## src/rtl/nvm_pkg.sv

```systemverilog
package nvm_pkg;
  typedef enum logic [1:0] {
    OP_READ  = 2'd0,
    OP_WBYTE = 2'd1,
    OP_WROW  = 2'd2,
    OP_ERASE = 2'd3
  } nvm_op_e;

  typedef enum logic [1:0] {
    SP_DATA = 2'd0,
    SP_PROG = 2'd1,
    SP_CFG  = 2'd2
  } nvm_space_e;

  localparam logic [2:0] RA_CTRL   = 3'd0;
  localparam logic [2:0] RA_UNLOCK = 3'd1;
  localparam logic [2:0] RA_DATA   = 3'd2;
  localparam logic [2:0] RA_PTRL   = 3'd3;
  localparam logic [2:0] RA_PTRH   = 3'd4;
  localparam logic [2:0] RA_HOLD   = 3'd5;
  localparam logic [2:0] RA_IRQ    = 3'd6;

  localparam int B_PGM  = 7;
  localparam int B_CFG  = 6;
  localparam int B_FREE = 4;
  localparam int B_WERR = 3;
  localparam int B_WREN = 2;
  localparam int B_WR   = 1;
  localparam int B_RD   = 0;

  localparam logic [7:0] KEY_FIRST  = 8'h55;
  localparam logic [7:0] KEY_SECOND = 8'hAA;
endpackage

```

## src/rtl/nvm_unlock.sv

```systemverilog
module nvm_unlock
  import nvm_pkg::*;
(
  input  logic       clk,
  input  logic       por_n,
  input  logic       rst_n,
  input  logic       bus_wr,
  input  logic [2:0] bus_addr,
  input  logic [7:0] bus_wdata,
  output logic       armed
);
  logic [1:0] stage_q;
  logic       key_wr;

  assign key_wr = bus_wr && (bus_addr == RA_UNLOCK);

  // Any bus write that does not continue the pattern drops back to stage 0,
  // so the key must be the last two writes before the control write.
  always_ff @(posedge clk) begin
    if (!por_n || !rst_n) begin
      stage_q <= 2'd0;
    end else if (bus_wr) begin
      if (key_wr && bus_wdata == KEY_FIRST)
        stage_q <= 2'd1;
      else if (key_wr && bus_wdata == KEY_SECOND && stage_q == 2'd1)
        stage_q <= 2'd2;
      else
        stage_q <= 2'd0;
    end
  end

  assign armed = (stage_q == 2'd2);
endmodule

```

## src/rtl/nvm_hold_buf.sv

```systemverilog
module nvm_hold_buf #(
  parameter int ROW_BYTES = 32,
  parameter int IDX_W     = $clog2(ROW_BYTES)
) (
  input  logic                   clk,
  input  logic                   por_n,
  input  logic                   wr_en,
  input  logic [IDX_W-1:0]       idx,
  input  logic [7:0]             wdata,
  output logic [7:0]             rdata,
  output logic [ROW_BYTES*8-1:0] row
);
  for (genvar g = 0; g < ROW_BYTES; g++) begin : g_byte
    logic [7:0] byte_q;
    always_ff @(posedge clk) begin
      if (!por_n)
        byte_q <= 8'hFF;
      else if (wr_en && idx == IDX_W'(g))
        byte_q <= wdata;
    end
    assign row[g*8 +: 8] = byte_q;
  end

  assign rdata = row[idx*8 +: 8];
endmodule

```

## src/rtl/nvm_seq.sv

```systemverilog
module nvm_seq
  import nvm_pkg::*;
#(
  parameter int ADDR_W      = 16,
  parameter int PROG_CYCLES = 2000
) (
  input  logic              clk,
  input  logic              por_n,
  input  logic              rst_n,
  input  logic              start_wr,
  input  logic              start_rd,
  input  logic [1:0]        op_in,
  input  logic [1:0]        space_in,
  input  logic [ADDR_W-1:0] addr_in,
  input  logic [7:0]        wbyte_in,
  output logic              busy,
  output logic              req_valid,
  input  logic              req_ready,
  output logic [1:0]        req_op,
  output logic [1:0]        req_space,
  output logic [ADDR_W-1:0] req_addr,
  output logic [7:0]        req_wbyte,
  output logic              rd_done,
  output logic              wr_done
);
  localparam int CNT_W = $clog2(PROG_CYCLES + 1);

  typedef enum logic [1:0] {S_IDLE, S_RREQ, S_WREQ, S_TIME} seq_st_e;

  seq_st_e           st_q;
  logic [CNT_W-1:0]  cnt_q;
  logic [1:0]        op_q;
  logic [1:0]        space_q;
  logic [ADDR_W-1:0] addr_q;
  logic [7:0]        wbyte_q;

  always_ff @(posedge clk) begin
    if (!por_n || !rst_n) begin
      st_q    <= S_IDLE;
      cnt_q   <= '0;
      op_q    <= OP_READ;
      space_q <= SP_DATA;
      addr_q  <= '0;
      wbyte_q <= '0;
    end else begin
      unique case (st_q)
        S_IDLE: begin
          if (start_wr || start_rd) begin
            st_q    <= start_wr ? S_WREQ : S_RREQ;
            op_q    <= op_in;
            space_q <= space_in;
            addr_q  <= addr_in;
            wbyte_q <= wbyte_in;
          end
        end
        S_RREQ: if (req_ready) st_q <= S_IDLE;
        S_WREQ: begin
          if (req_ready) begin
            st_q  <= S_TIME;
            cnt_q <= CNT_W'(PROG_CYCLES - 1);
          end
        end
        S_TIME: begin
          if (cnt_q == '0) st_q <= S_IDLE;
          else cnt_q <= cnt_q - 1'b1;
        end
        default: st_q <= S_IDLE;
      endcase
    end
  end

  assign busy      = (st_q != S_IDLE);
  assign req_valid = (st_q == S_RREQ) || (st_q == S_WREQ);
  assign req_op    = op_q;
  assign req_space = space_q;
  assign req_addr  = addr_q;
  assign req_wbyte = wbyte_q;
  assign rd_done   = (st_q == S_RREQ) && req_ready;
  assign wr_done   = (st_q == S_TIME) && (cnt_q == '0);
endmodule

```

## src/rtl/nvm_ctrl.sv

```systemverilog
module nvm_ctrl
  import nvm_pkg::*;
#(
  parameter int ADDR_W      = 16,
  parameter int ROW_BYTES   = 32,
  parameter int PROG_CYCLES = 2000
) (
  input  logic                   clk,
  input  logic                   por_n,
  input  logic                   rst_n,
  input  logic [2:0]             bus_addr,
  input  logic                   bus_wr,
  input  logic [7:0]             bus_wdata,
  output logic [7:0]             bus_rdata,
  output logic                   irq,
  output logic                   mem_req_valid,
  input  logic                   mem_req_ready,
  output logic [1:0]             mem_op,
  output logic [1:0]             mem_space,
  output logic [ADDR_W-1:0]      mem_addr,
  output logic [7:0]             mem_wbyte,
  output logic [ROW_BYTES*8-1:0] mem_wrow,
  input  logic [7:0]             mem_rdata
);
  localparam int IDX_W = $clog2(ROW_BYTES);
  localparam logic [ADDR_W-1:0] ROW_MASK = ~ADDR_W'(ROW_BYTES - 1);

  logic pgm_q, cfg_q, free_q, werr_q, wren_q, wr_q, rd_q, irq_q;
  logic [7:0]        dat_q;
  logic [ADDR_W-1:0] ptr_q;

  logic armed, busy, rd_done, wr_done;
  logic ctrl_wr, want_wr, legal_wr, bad_wr, want_rd;
  logic [1:0] space_sel, op_sel;
  logic [ADDR_W-1:0] addr_sel;
  logic [7:0] hold_rdata;
  logic [1:0] seq_op;

  nvm_unlock u_unlock (
    .clk, .por_n, .rst_n, .bus_wr, .bus_addr, .bus_wdata, .armed
  );

  nvm_hold_buf #(.ROW_BYTES(ROW_BYTES), .IDX_W(IDX_W)) u_hold (
    .clk,
    .por_n,
    .wr_en (bus_wr && bus_addr == RA_HOLD),
    .idx   (ptr_q[IDX_W-1:0]),
    .wdata (bus_wdata),
    .rdata (hold_rdata),
    .row   (mem_wrow)
  );

  // Start decode uses the select bits carried by the same control write.
  assign ctrl_wr  = bus_wr && (bus_addr == RA_CTRL);
  assign want_wr  = ctrl_wr && bus_wdata[B_WR] && !busy;
  assign legal_wr = want_wr && armed && bus_wdata[B_WREN];
  assign bad_wr   = want_wr && !legal_wr;
  assign want_rd  = ctrl_wr && bus_wdata[B_RD] && !busy && !want_wr &&
                    !bus_wdata[B_PGM] && !bus_wdata[B_CFG];

  always_comb begin
    if (bus_wdata[B_CFG])      space_sel = SP_CFG;
    else if (bus_wdata[B_PGM]) space_sel = SP_PROG;
    else                       space_sel = SP_DATA;

    if (!want_wr)                op_sel = OP_READ;
    else if (bus_wdata[B_FREE])  op_sel = OP_ERASE;
    else if (space_sel == SP_PROG) op_sel = OP_WROW;
    else                         op_sel = OP_WBYTE;

    addr_sel = (op_sel == OP_ERASE || op_sel == OP_WROW) ? (ptr_q & ROW_MASK) : ptr_q;
  end

  nvm_seq #(.ADDR_W(ADDR_W), .PROG_CYCLES(PROG_CYCLES)) u_seq (
    .clk,
    .por_n,
    .rst_n,
    .start_wr  (legal_wr),
    .start_rd  (want_rd),
    .op_in     (op_sel),
    .space_in  (space_sel),
    .addr_in   (addr_sel),
    .wbyte_in  (dat_q),
    .busy,
    .req_valid (mem_req_valid),
    .req_ready (mem_req_ready),
    .req_op    (seq_op),
    .req_space (mem_space),
    .req_addr  (mem_addr),
    .req_wbyte (mem_wbyte),
    .rd_done,
    .wr_done
  );

  assign mem_op = seq_op;

  always_ff @(posedge clk) begin
    if (!por_n) begin
      pgm_q  <= 1'b0;
      cfg_q  <= 1'b0;
      free_q <= 1'b0;
      werr_q <= 1'b0;
      wren_q <= 1'b0;
      wr_q   <= 1'b0;
      rd_q   <= 1'b0;
      irq_q  <= 1'b0;
      dat_q  <= '0;
      ptr_q  <= '0;
    end else if (!rst_n) begin
      // Targets are kept so an aborted operation can be traced.
      werr_q <= werr_q | wr_q;
      free_q <= 1'b0;
      wren_q <= 1'b0;
      wr_q   <= 1'b0;
      rd_q   <= 1'b0;
      irq_q  <= 1'b0;
    end else begin
      if (ctrl_wr) begin
        pgm_q  <= bus_wdata[B_PGM];
        cfg_q  <= bus_wdata[B_CFG];
        free_q <= bus_wdata[B_FREE];
        werr_q <= bus_wdata[B_WERR] | bad_wr;
        wren_q <= bus_wdata[B_WREN];
      end
      if (legal_wr) wr_q <= 1'b1;
      if (want_rd)  rd_q <= 1'b1;

      if (bus_wr && bus_addr == RA_DATA) dat_q <= bus_wdata;
      if (bus_wr && bus_addr == RA_PTRL) ptr_q[7:0] <= bus_wdata;
      if (bus_wr && bus_addr == RA_PTRH) ptr_q[ADDR_W-1:8] <= bus_wdata[ADDR_W-9:0];
      if (bus_wr && bus_addr == RA_IRQ && !bus_wdata[0]) irq_q <= 1'b0;

      if (rd_done) begin
        rd_q  <= 1'b0;
        dat_q <= mem_rdata;
      end
      if (wr_done) begin
        wr_q  <= 1'b0;
        irq_q <= 1'b1;
        if (seq_op == OP_ERASE) free_q <= 1'b0;
      end
    end
  end

  always_comb begin
    unique case (bus_addr)
      RA_CTRL:   bus_rdata = {pgm_q, cfg_q, 1'b0, free_q, werr_q, wren_q, wr_q, rd_q};
      RA_DATA:   bus_rdata = dat_q;
      RA_PTRL:   bus_rdata = ptr_q[7:0];
      RA_PTRH:   bus_rdata = 8'(ptr_q >> 8);
      RA_HOLD:   bus_rdata = hold_rdata;
      RA_IRQ:    bus_rdata = {7'd0, irq_q};
      default:   bus_rdata = 8'h00;
    endcase
  end

  assign irq = irq_q;
endmodule

```

## config.mk

```make
export PLATFORM = sky130hd
export DESIGN_NAME = nvm_ctrl
export DESIGN_NICKNAME = d
export VERILOG_FILES = /design/src/rtl/nvm_pkg.sv /design/src/rtl/nvm_unlock.sv /design/src/rtl/nvm_hold_buf.sv /design/src/rtl/nvm_seq.sv /design/src/rtl/nvm_ctrl.sv
export SDC_FILE = /design/constraint.sdc
export NUM_CORES = 1
export LEC_CHECK = 0
export ABC_AREA = 1
export BUFFER_PORTS_ARGS = -buffer_cell sky130_fd_sc_hd__clkbuf_2
export CORE_ASPECT_RATIO = 0.8
export CORE_MARGIN = 2
export CORE_UTILIZATION = 45
export DETAILED_ROUTE_END_ITERATION = 6
export HOLD_SLACK_MARGIN = 0.05
export PLACE_DENSITY = 0.67
export SLEW_MARGIN = 25
export SYNTH_ARGS = -nofsm -noshare
export SYNTH_HDL_FRONTEND = slang
export SYNTH_HIERARCHICAL = 1
export SYNTH_SLANG_ARGS = --single-unit
```

## constraint.sdc

```tcl
create_clock -name clk -period 3.3 [get_ports clk]
set_input_delay 0.33 -clock clk [delete_from_list [all_inputs] [get_ports clk]]
set_output_delay 0.33 -clock clk [all_outputs]
set_load 0.01 [all_outputs]
```

Word level (Yosys, flattened, before mapping)
Cells that the tools add are included.

word-level totals
  logic and storage cells = 222
  input bits = 24
  flip-flop bits (word level) = 331
  output and inout bits = 294

operators by class
  reduce and logical (&&, ||, !) cells = 85
  add/sub/neg operators = 1
  bitwise operators = 4
  eq/ne operators = 54
  shift-type cells = 1
  multiplexer cells = 27

operators with widths
  kind                   number
  $shiftx 256x9->8       1
  $eq 5x5->1 const B     16
  $logic_and 1x1->1      55
  $pmux 8 s6             1
  $eq 5x4->1 const B     8
  $mux 11                2
  $mux 2                 11
  $pmux 11 s2            1
  $eq 5x3->1 const B     4
  $mux 8                 2
  $eq 2x2->1 const B     6
  $reduce_and 2->1       6
  $logic_not 11->1       1
  $sub 11x1->11 const B  1
  $eq 5x2->1 const B     2
  $eq 3x3->1 const B     3
  $eq 8x7->1 const B     1
  $eq 8x8->1 const B     1
  $logic_not 1->1        8
  $mux 1                 8
  $pmux 2 s4             1
  $reduce_bool 2->1      4
  $eq 2x1->1 const B     3
  $eq 3x2->1 const B     2
  other kinds (14)       24

Longest topological paths before layout
Gate-level depths: netlist of the first run.

  word-level depth = 11
  mapped depth = 16
  gate-level depth less buffers = 15

Modules after synthesis
The synthesis of the first run kept the hierarchy.

by module, submodules not included
  module        times used  area each (sq um)  cells each
  nvm_hold_buf  1           12117.9            1885
  nvm_ctrl      1           1939.4             314
  nvm_seq       1           1853.0             263
  nvm_unlock    1           190.2              40

Worst setup path before layout of the first run
OpenSTA, ideal clock, no wires.

  path type = register -> output
  from = register ptr_q[0]
  to = output port bus_rdata[4]
  slack = 1.392 ns
  arrival time = 1.578 ns
  path buffers = 3
  required time = 2.970 ns
  cell stages (with the launch flop) = 17
  cells stage by stage = dfxtp_1 buf_6 inv_2 buf_6 buf_4 nand2_1 nand2_1 nand2_1 nand2_1 nand2_1 nand3_1 nor2_1 nor2_1 inv_1 nor2_1 nor3_1 nand2_1

between the ends
  longest elaborated chain between the ends = 2

ends and longest elaborated chain
  element                          line                source
  start, declared                  nvm_ctrl.sv:30      logic [ADDR_W-1:0] ptr_q;
  start signal, assigned           nvm_ctrl.sv:129     if (bus_wr && bus_addr == RA_PTRL) ptr_q[7:0] <= bus_wdata;
  start signal, assigned by index  nvm_ctrl.sv:130     if (bus_wr && bus_addr == RA_PTRH) ptr_q[ADDR_W-1:8] <= bus_wdata[ADDR_W-9:0];
  $shiftx 256x9->8                 nvm_hold_buf.sv:24  assign rdata = row[idx*8 +: 8];
  named net hold_rdata[4]          nvm_ctrl.sv:36      logic [7:0] hold_rdata;
  $pmux 8 s6                       nvm_ctrl.sv:146     unique case (bus_addr)
  end, declared                    nvm_ctrl.sv:14      output logic [7:0] bus_rdata,

The timed path passes the listed nets, and every way through them passes these cells.

Worst setup path in the final report of the first run
  from = register ptr_q[0]
  to = output port bus_rdata[2]

The elaborated chain is that of the path after synthesis.

==> results of run 1 <==
## cell type report
type | count | area [sq um] | area share
clock buffers | 52 | 1060 | 0.0552
clock inverters | 13 | 250 | 0.0130
inverters | 159 | 602 | 0.0313
multi-input cells | 1893 | 8260 | 0.429
flip-flops and latches | 331 | 6630 | 0.345
well taps | 472 | 591 | 0.0307
repair buffers | 343 | 1840 | 0.0956
## worst max-delay path by stage
stage / from / endpoint / slack (ns) / depth (start not counted)
after CTS: ptr_q[0]$_SDFFE_PN0P_ / bus_rdata[2] / 0.22 / 15
after global routing: ptr_q[0]$_SDFFE_PN0P_ / bus_rdata[6] / 0.04 / 15
after floorplan: ptr_q[0]$_SDFFE_PN0P_ / bus_rdata[4] / 1.39 / 16
after detailed placement: bus_addr[0] / u_hold/g_byte[14].byte_q[5]$_SDFFE_PN1P_ / 0.72 / 9
final: ptr_q[0]$_SDFFE_PN0P_ / bus_rdata[2] / 0.14 / 15
after global placement: ptr_q[0]$_SDFFE_PN0P_ / bus_rdata[2] / 0.75 / 15
## sequential cells by signal, summed over array words and instances, names as in the netlist
| name | flops |
|---|---|
| irq | 1 |
| werr_q | 1 |
| u_unlock/stage_q | 2 |
| ptr_q | 16 |
| u_hold/g_byte.byte_q | 256 |
| u_seq/st_q | 2 |
| cfg_q | 1 |
| u_seq/req_op | 2 |
| wr_q | 1 |
| free_q | 1 |
| u_seq/req_addr | 16 |
| pgm_q | 1 |
| u_seq/cnt_q | 11 |
| rd_q | 1 |
| wren_q | 1 |
| u_seq/req_space | 2 |
| u_seq/req_wbyte | 8 |
| dat_q | 8 |
## cell usage in the layout (no fill, tap or decap), types with 4 or more instances in the layout
cell type	Yosys	routed
clkbuf_1	64	7
nor3_1	10	10
clkbuf_8	2	8
buf_4	11	22
dfxtp_1	331	329
a21oi_1	39	39
nor2_8	9	9
nand3_1	309	309
inv_2	46	46
nand2_2	14	14
ha_1	5	5
nor2_1	172	172
o21ai_1	11	11
nand2_1	1190	1190
nand4_1	14	14
nand3_2	5	5
nor2_4	21	21
buf_12	0	4
o21ai_0	62	62
clkbuf_2	2	316
o211ai_1	14	14
bufinv_16	0	7
nand2_4	4	4
inv_1	109	109
clkbuf_16	0	37
## critical path: stages, from the launching register on
cell	delay, ns
dfxtp_4	0.43
inv_2	0.07
buf_12	0.19
nand2_1	0.13
nand2_1	0.09
nand2_1	0.08
nand2_1	0.11
nand2_1	0.11
nand3_1	0.09
nor2_1	0.22
nor2_1	0.08
inv_1	0.06
nor2_1	0.04
nor3_1	0.27
nand2_1	0.09
clkbuf_2	0.14
## metrics by stage
step,total power [mW],hold WS [ns],cells,instance area [sq um]
CTS,9.07,0.0768,3261,19200
global route,9.28,0.0895,3263,19200
global placement,4.62,0.449,3196,17900
detailed placement,4.62,0.449,3196,17900
finish,9.05,0.0879,3263,19200
floorplan,4.42,0.425,2502,16100
## metal layers
metal  vias up  GRT usage  wire length [um]
met3       135     0.0795              7550
met2      1036      0.455             25700
li1       8362          -                 -
met5         -          0                 0
met4         0      0.119              2190
met1      8241      0.482             27800
## cells by family (layout without fill, tap and decap cells)
kind of cell	Yosys count	after routing	share of synthesized area
AND/OR/NAND/NOR	1755	1755	0.464
flip-flops	331	331	0.412
buffers and inverters	278	567	0.0753
AO/OA/AOI/OAI	133	133	0.0450
adder cells (fa/ha/maj)	5	5	0.00389
## where the power goes
| part | total [mW] | internal [mW] | switching (mW) |
|---|---|---|---|
| Combinational | 0.531 | 0.118 | 0.414 |
| Sequential | 4.02 | 4.01 | 0.0148 |
| Clock | 4.50 | 2.79 | 1.70 |
| Total | 9.05 | 6.92 | 2.13 |
## what timing repair did
| item | CTS | global route |
|---|---|---|
| setup buffers | 0 | 2 |
| setup endpoints to repair | 0 | 1 |
| hold endpoints to repair | 0 | 0 |
==> results.toml, run 1 <==
[global_route]
grt_usage = 0.326
grt_max_degree = 101
grt_overflow = 0
grt_pass1_wl_um = 94900
grt_pass1_vias = 15723
antenna_found_initial = 0

[floorplan]
die-area_sq_um = 37300
rows = 61
initial_core_util = 0.460
core_sq_um = 35000
die_h_um = 173
fp.dieW_um = 215
io_pins = 318

[finish]
nets = 2794
antenna-diode-count = 0
fill_cells = 3496
post-route-util = 0.549
area_delta_synth_final_pct = 19.5
drive_gt1_frac = 0.184

[clock_network]
cts_resized = 0
cts_made_buffers = 37
root_buffer = "clkbuf_16"
clkSlewWorstSetupHoldPaths_ns = 0.06
cts_tree = "done"
clock-sinks = 331
clk_latency_ns = 0.53
htreeDepth = 2
cts.path.max_buffers = 3
cts_hold_buf = 0

[routing]
drc = 0
dr.pass1.iters = 6
avgRoutedWirePerCell_um = 19.4
drtIter0Drc = 2407
final_antenna_net_count = 0
via_count = 17774
via_per_inst = 5.45
drt-total-wl_um = 63200

[sta]
finalSetupViolations = 0
finalSetupTns_ns = 0
tightest_slew_ns = 1.08
finClkSkew_ns = 0.0109
fmax_mhz = 317
period_share = 0.956
fin_crit_ns = 3.16
finalMaxSlewViolations = 0
final-hold-violation-count = 0
setup_slack_ns = 0.144
maxSlewHeadroom = 0.281
rsz0062_at_grt = "no"

[hold_path]
hold_path_end = "u_hold/g_byte[18].byte_q[5]$_SDFFE_PN1P_"
min_from = "por_n"
min_path_type = "in -> reg"
hold_depth = 2

[synthesis]
ys_warn_count = 6
synth.most_common_cell = "nand2_1"
synth_top_area_share = 0.412
ys_seq_area_frac = 0.412
syn_area_sq_um = 16100
syn_area_per_cell_sq_um = 6.44
ys_seq_elements = 331
synth-main-ff-cell = "dfxtp_1"
synth_top_cells_by_count = "nand2_1, dfxtp_1, nand3_1"
synth_area_leaders = "dfxtp_1, nand2_1, nand3_1"
synth_top_area_cell = "dfxtp_1"
synthCells = 2502
synthesis.nets = 2531
synth-edff-count = 0
synth-async-reset-ratio = 0
yosysUniqueCellTypes = 36

[run_status]
status = "finished clean"

[worst_setup_path]
setup.worst_path.class = "reg -> out"
cp.required_ns = 2.97
crit_path_max_fanout = 81
reg2regPathDepth = 14
critPathArrivalTime_ns = 2.83
rr_endpoint = "u_seq/req_op[1]$_SDFFE_PP0P_"
r2r_start = "u_seq/st_q[0]$_SDFFE_PP0P_"
startpoint_type = "flop"
cp-end-kind = "output pin"
r2r_slack_ns = 0.60

[placement]
post-dp-hpwl_um = 44400
io_buffers = 317
globalplace.congestion = 1.00
preCtsSetupSlack_ns = 0.719

[pwr]
ir_worst_vdd_mv = 0.394
p_per_area_nw_per_um2 = 471
cellLeakagePower_nw = 10.2

[flow_run]
max_cap_viol_count = 0
Note: power is estimated with default switching activity, not from simulation.
==> run 2, diff against run 1 <==
--- a/config.mk
+++ b/config.mk
@@ -12,7 +12,7 @@
 export CORE_UTILIZATION = 45
 export DETAILED_ROUTE_END_ITERATION = 6
 export HOLD_SLACK_MARGIN = 0.05
-export PLACE_DENSITY = 0.67
+export PLACE_DENSITY = 0.76
 export SLEW_MARGIN = 25
 export SYNTH_ARGS = -nofsm -noshare
 export SYNTH_HDL_FRONTEND = slang
==> run 2 against run 1 <==
Compared with the run above: global-route usage is 0.51 points lower; die area stayed put; core utilization decreased by 0.40 points; sequential power about the same; sequential share of layout area grew 0.25 points; critical path depth fell by 3; first-iteration DRC count up 23%; count of clock-buffer cells in the layout decreased by 1; final area shrank 0.72%; register-to-register slack gained 0.41 ns; wire length decreased by 1.0%; clock power fell by 8.4%; critical path type unchanged; critical endpoint is now bus_rdata[5].
==> results.toml, run 2 (same netlist as run 1, synthesis figures left out) <==
[worst_setup_path]
r2r_start = "u_seq/st_q[1]$_SDFFE_PP0P_"
r2r_slack_ns = 1.01
cpMostUsedCell = "nand2_1"
cp_slowest_cell = "buf_4"
crit_path_max_fanout = 47
reg2regPathDepth = 13
critPathArrivalTime_ns = 2.80
cp.required_ns = 2.97
cp-end-kind = "output pin"
slowest_delay_ns = 0.48
crit_path_cell_trace = "buf_4 -> nand2_1 -> nand2_1 -> nand2_1 -> nand2_1 -> nand2_1 -> nand3_1 -> nor2_1 -> nor2_1 -> nand4_1 -> nand4_1 -> clkbuf_2"
setup.worst_path.class = "reg -> out"
startpoint_type = "flop"
rr_endpoint = "u_seq/req_addr[1]$_SDFFE_PP0P_"

[finish]
mostFrequentLayoutCells = "nand2_1, dfxtp_1, clkbuf_2, nand3_1, nor2_1"
final_common_cell = "nand2_1"
regMostFlops = "u_hold/g_byte.byte_q"
drive_gt1_frac = 0.183
area_delta_synth_final_pct = 18.6
antenna-diode-count = 0
regArea_sq_um = 6630
largest_reg_flops = 256
nets = 2791
post-route-util = 0.545
multi_input_area_sq_um = 8260
fill_cells = 3396

[pwr]
cellLeakagePower_nw = 10.2
p_int_mw = 6.53
p_per_area_nw_per_um2 = 454
ir_worst_vdd_mv = 0.292
switchingPower_mw = 2.14
switching_share = 0.247
seq_power_share = 0.464
clkPwrFrac = 0.475
combPwrFrac = 0.061

[clock_network]
cts_hold_buf = 0
root_buffer = "clkbuf_16"
post_cts_buffers = 0
htreeDepth = 2
clk_latency_ns = 0.54
cts_resized = 0
cts_made_buffers = 36
cts_tree = "done"
clkSlewWorstSetupHoldPaths_ns = 0.06
clock-sinks = 331
cts.path.max_buffers = 3

[sta]
finalMaxSlewViolations = 0
finalSetupTns_ns = 0
maxSlewHeadroom = 0.359
fin_crit_ns = 3.13
setup_slack_ns = 0.171
finalSetupViolations = 0
tightest_slew_ns = 0.961
final-hold-violation-count = 0
period_share = 0.948
fmax_mhz = 320
finClkSkew_ns = 0.0255
rsz0062_at_grt = "no"

[floorplan]
core_sq_um = 35000
rows = 61
io_pins = 318
die_h_um = 173
initial_core_util = 0.460
die-area_sq_um = 37300
fp.dieW_um = 215

[global_route]
grt_pass1_wl_um = 94300
grt_usage = 0.321
grt_max_degree = 176
grt_overflow = 0
grt_pass1_vias = 15958
antenna_found_initial = 0

[routing]
via_count = 18046
via_per_inst = 5.54
drtIter0Drc = 2967
avgRoutedWirePerCell_um = 19.2
dr.pass1.iters = 6
drt-total-wl_um = 62600
final_antenna_net_count = 0
drc = 0

[hold_path]
min_path_type = "in -> reg"
hold_depth = 5
hold_path_end = "dat_q[1]$_SDFFE_PN0P_"
min_from = "mem_rdata[1]"

[placement]
io_buffers = 317
post-dp-hpwl_um = 43500
globalplace.congestion = 0.977
preCtsSetupSlack_ns = 0.704

[flow_run]
max_cap_viol_count = 0

[run_status]
status = "finished clean"
## run 2: cell count changes in the layout (fill, tap and decap cells not counted)
| cell | previous run | this run |
|---|---|---|
| clkinv_4 | 2 | 0 |
| buf_4 | 22 | 20 |
| inv_6 | 0 | 4 |
| clkbuf_1 | 7 | 6 |
| inv_2 | 46 | 45 |
| bufinv_16 | 7 | 2 |
| clkinv_2 | 3 | 5 |
| inv_4 | 2 | 3 |
## run 2: area by class of cell
class,instances,share of cell area
multi-input cells,1893,0.433
flip-flops and latches,331,0.347
repair buffers,341,0.0955
clock buffers,51,0.0554
inverters,159,0.0316
well taps,472,0.0309
clock inverters,12,0.00668
## run 2: worst max-delay path: cells and delay by family, from the launching register on
kind	cells	cell delay [ns]
buffers and inverters	2	0.63
flip-flops	1	0.39
AND/OR/NAND/NOR	10	1.23
## run 2: metal layers
| metal | routed length [um] | GRT usage |
|---|---|---|
| met1 | 26400 | 0.470 |
| met2 | 26000 | 0.451 |
| met3 | 7450 | 0.0633 |
| met4 | 2780 | 0.146 |
| met5 | 0 | 0 |
## run 2: how the worst max path moves through the flow
stage                          startpoint  cells after the start  slack (ns)                                        to
detailed placement            bus_addr[0]                      9        0.70  u_hold/g_byte[17].byte_q[4]$_SDFFE_PN1P_
floorplan           ptr_q[0]$_SDFFE_PN0P_                     16        1.39                              bus_rdata[4]
global placement              bus_addr[0]                      9        0.78  u_hold/g_byte[17].byte_q[3]$_SDFFE_PN1P_
CTS                 ptr_q[0]$_SDFFE_PN0P_                     15        0.19                              bus_rdata[1]
global route        ptr_q[0]$_SDFFE_PN0P_                     14        0.02                              bus_rdata[0]
finish              ptr_q[0]$_SDFFE_PN0P_                     12        0.17                              bus_rdata[5]
## run 2: power groups by stage
stage | clock network (mW) | logic, mW | registers [mW]
after floorplan | 0 | 0.311 | 4.11
final | 4.12 | 0.533 | 4.02
after CTS | 4.15 | 0.512 | 4.02
after detailed placement | 0 | 0.510 | 4.11
after global placement | 0 | 0.505 | 4.11
after global routing | 4.32 | 0.565 | 4.02
## run 2: stage by stage
stage / cell area (sq um) / total power, mW / hold WS, ns / std cells
2_1_floorplan: 16100 / 4.42 / 0.425 / 2502
3_3_place_gp: 17900 / 4.61 / 0.435 / 3196
3_5_place_dp: 17900 / 4.62 / 0.453 / 3196
4_1_cts: 19100 / 8.68 / 0.132 / 3259
5_1_grt: 19100 / 8.90 / 0.147 / 3259
6_report: 19100 / 8.67 / 0.144 / 3259
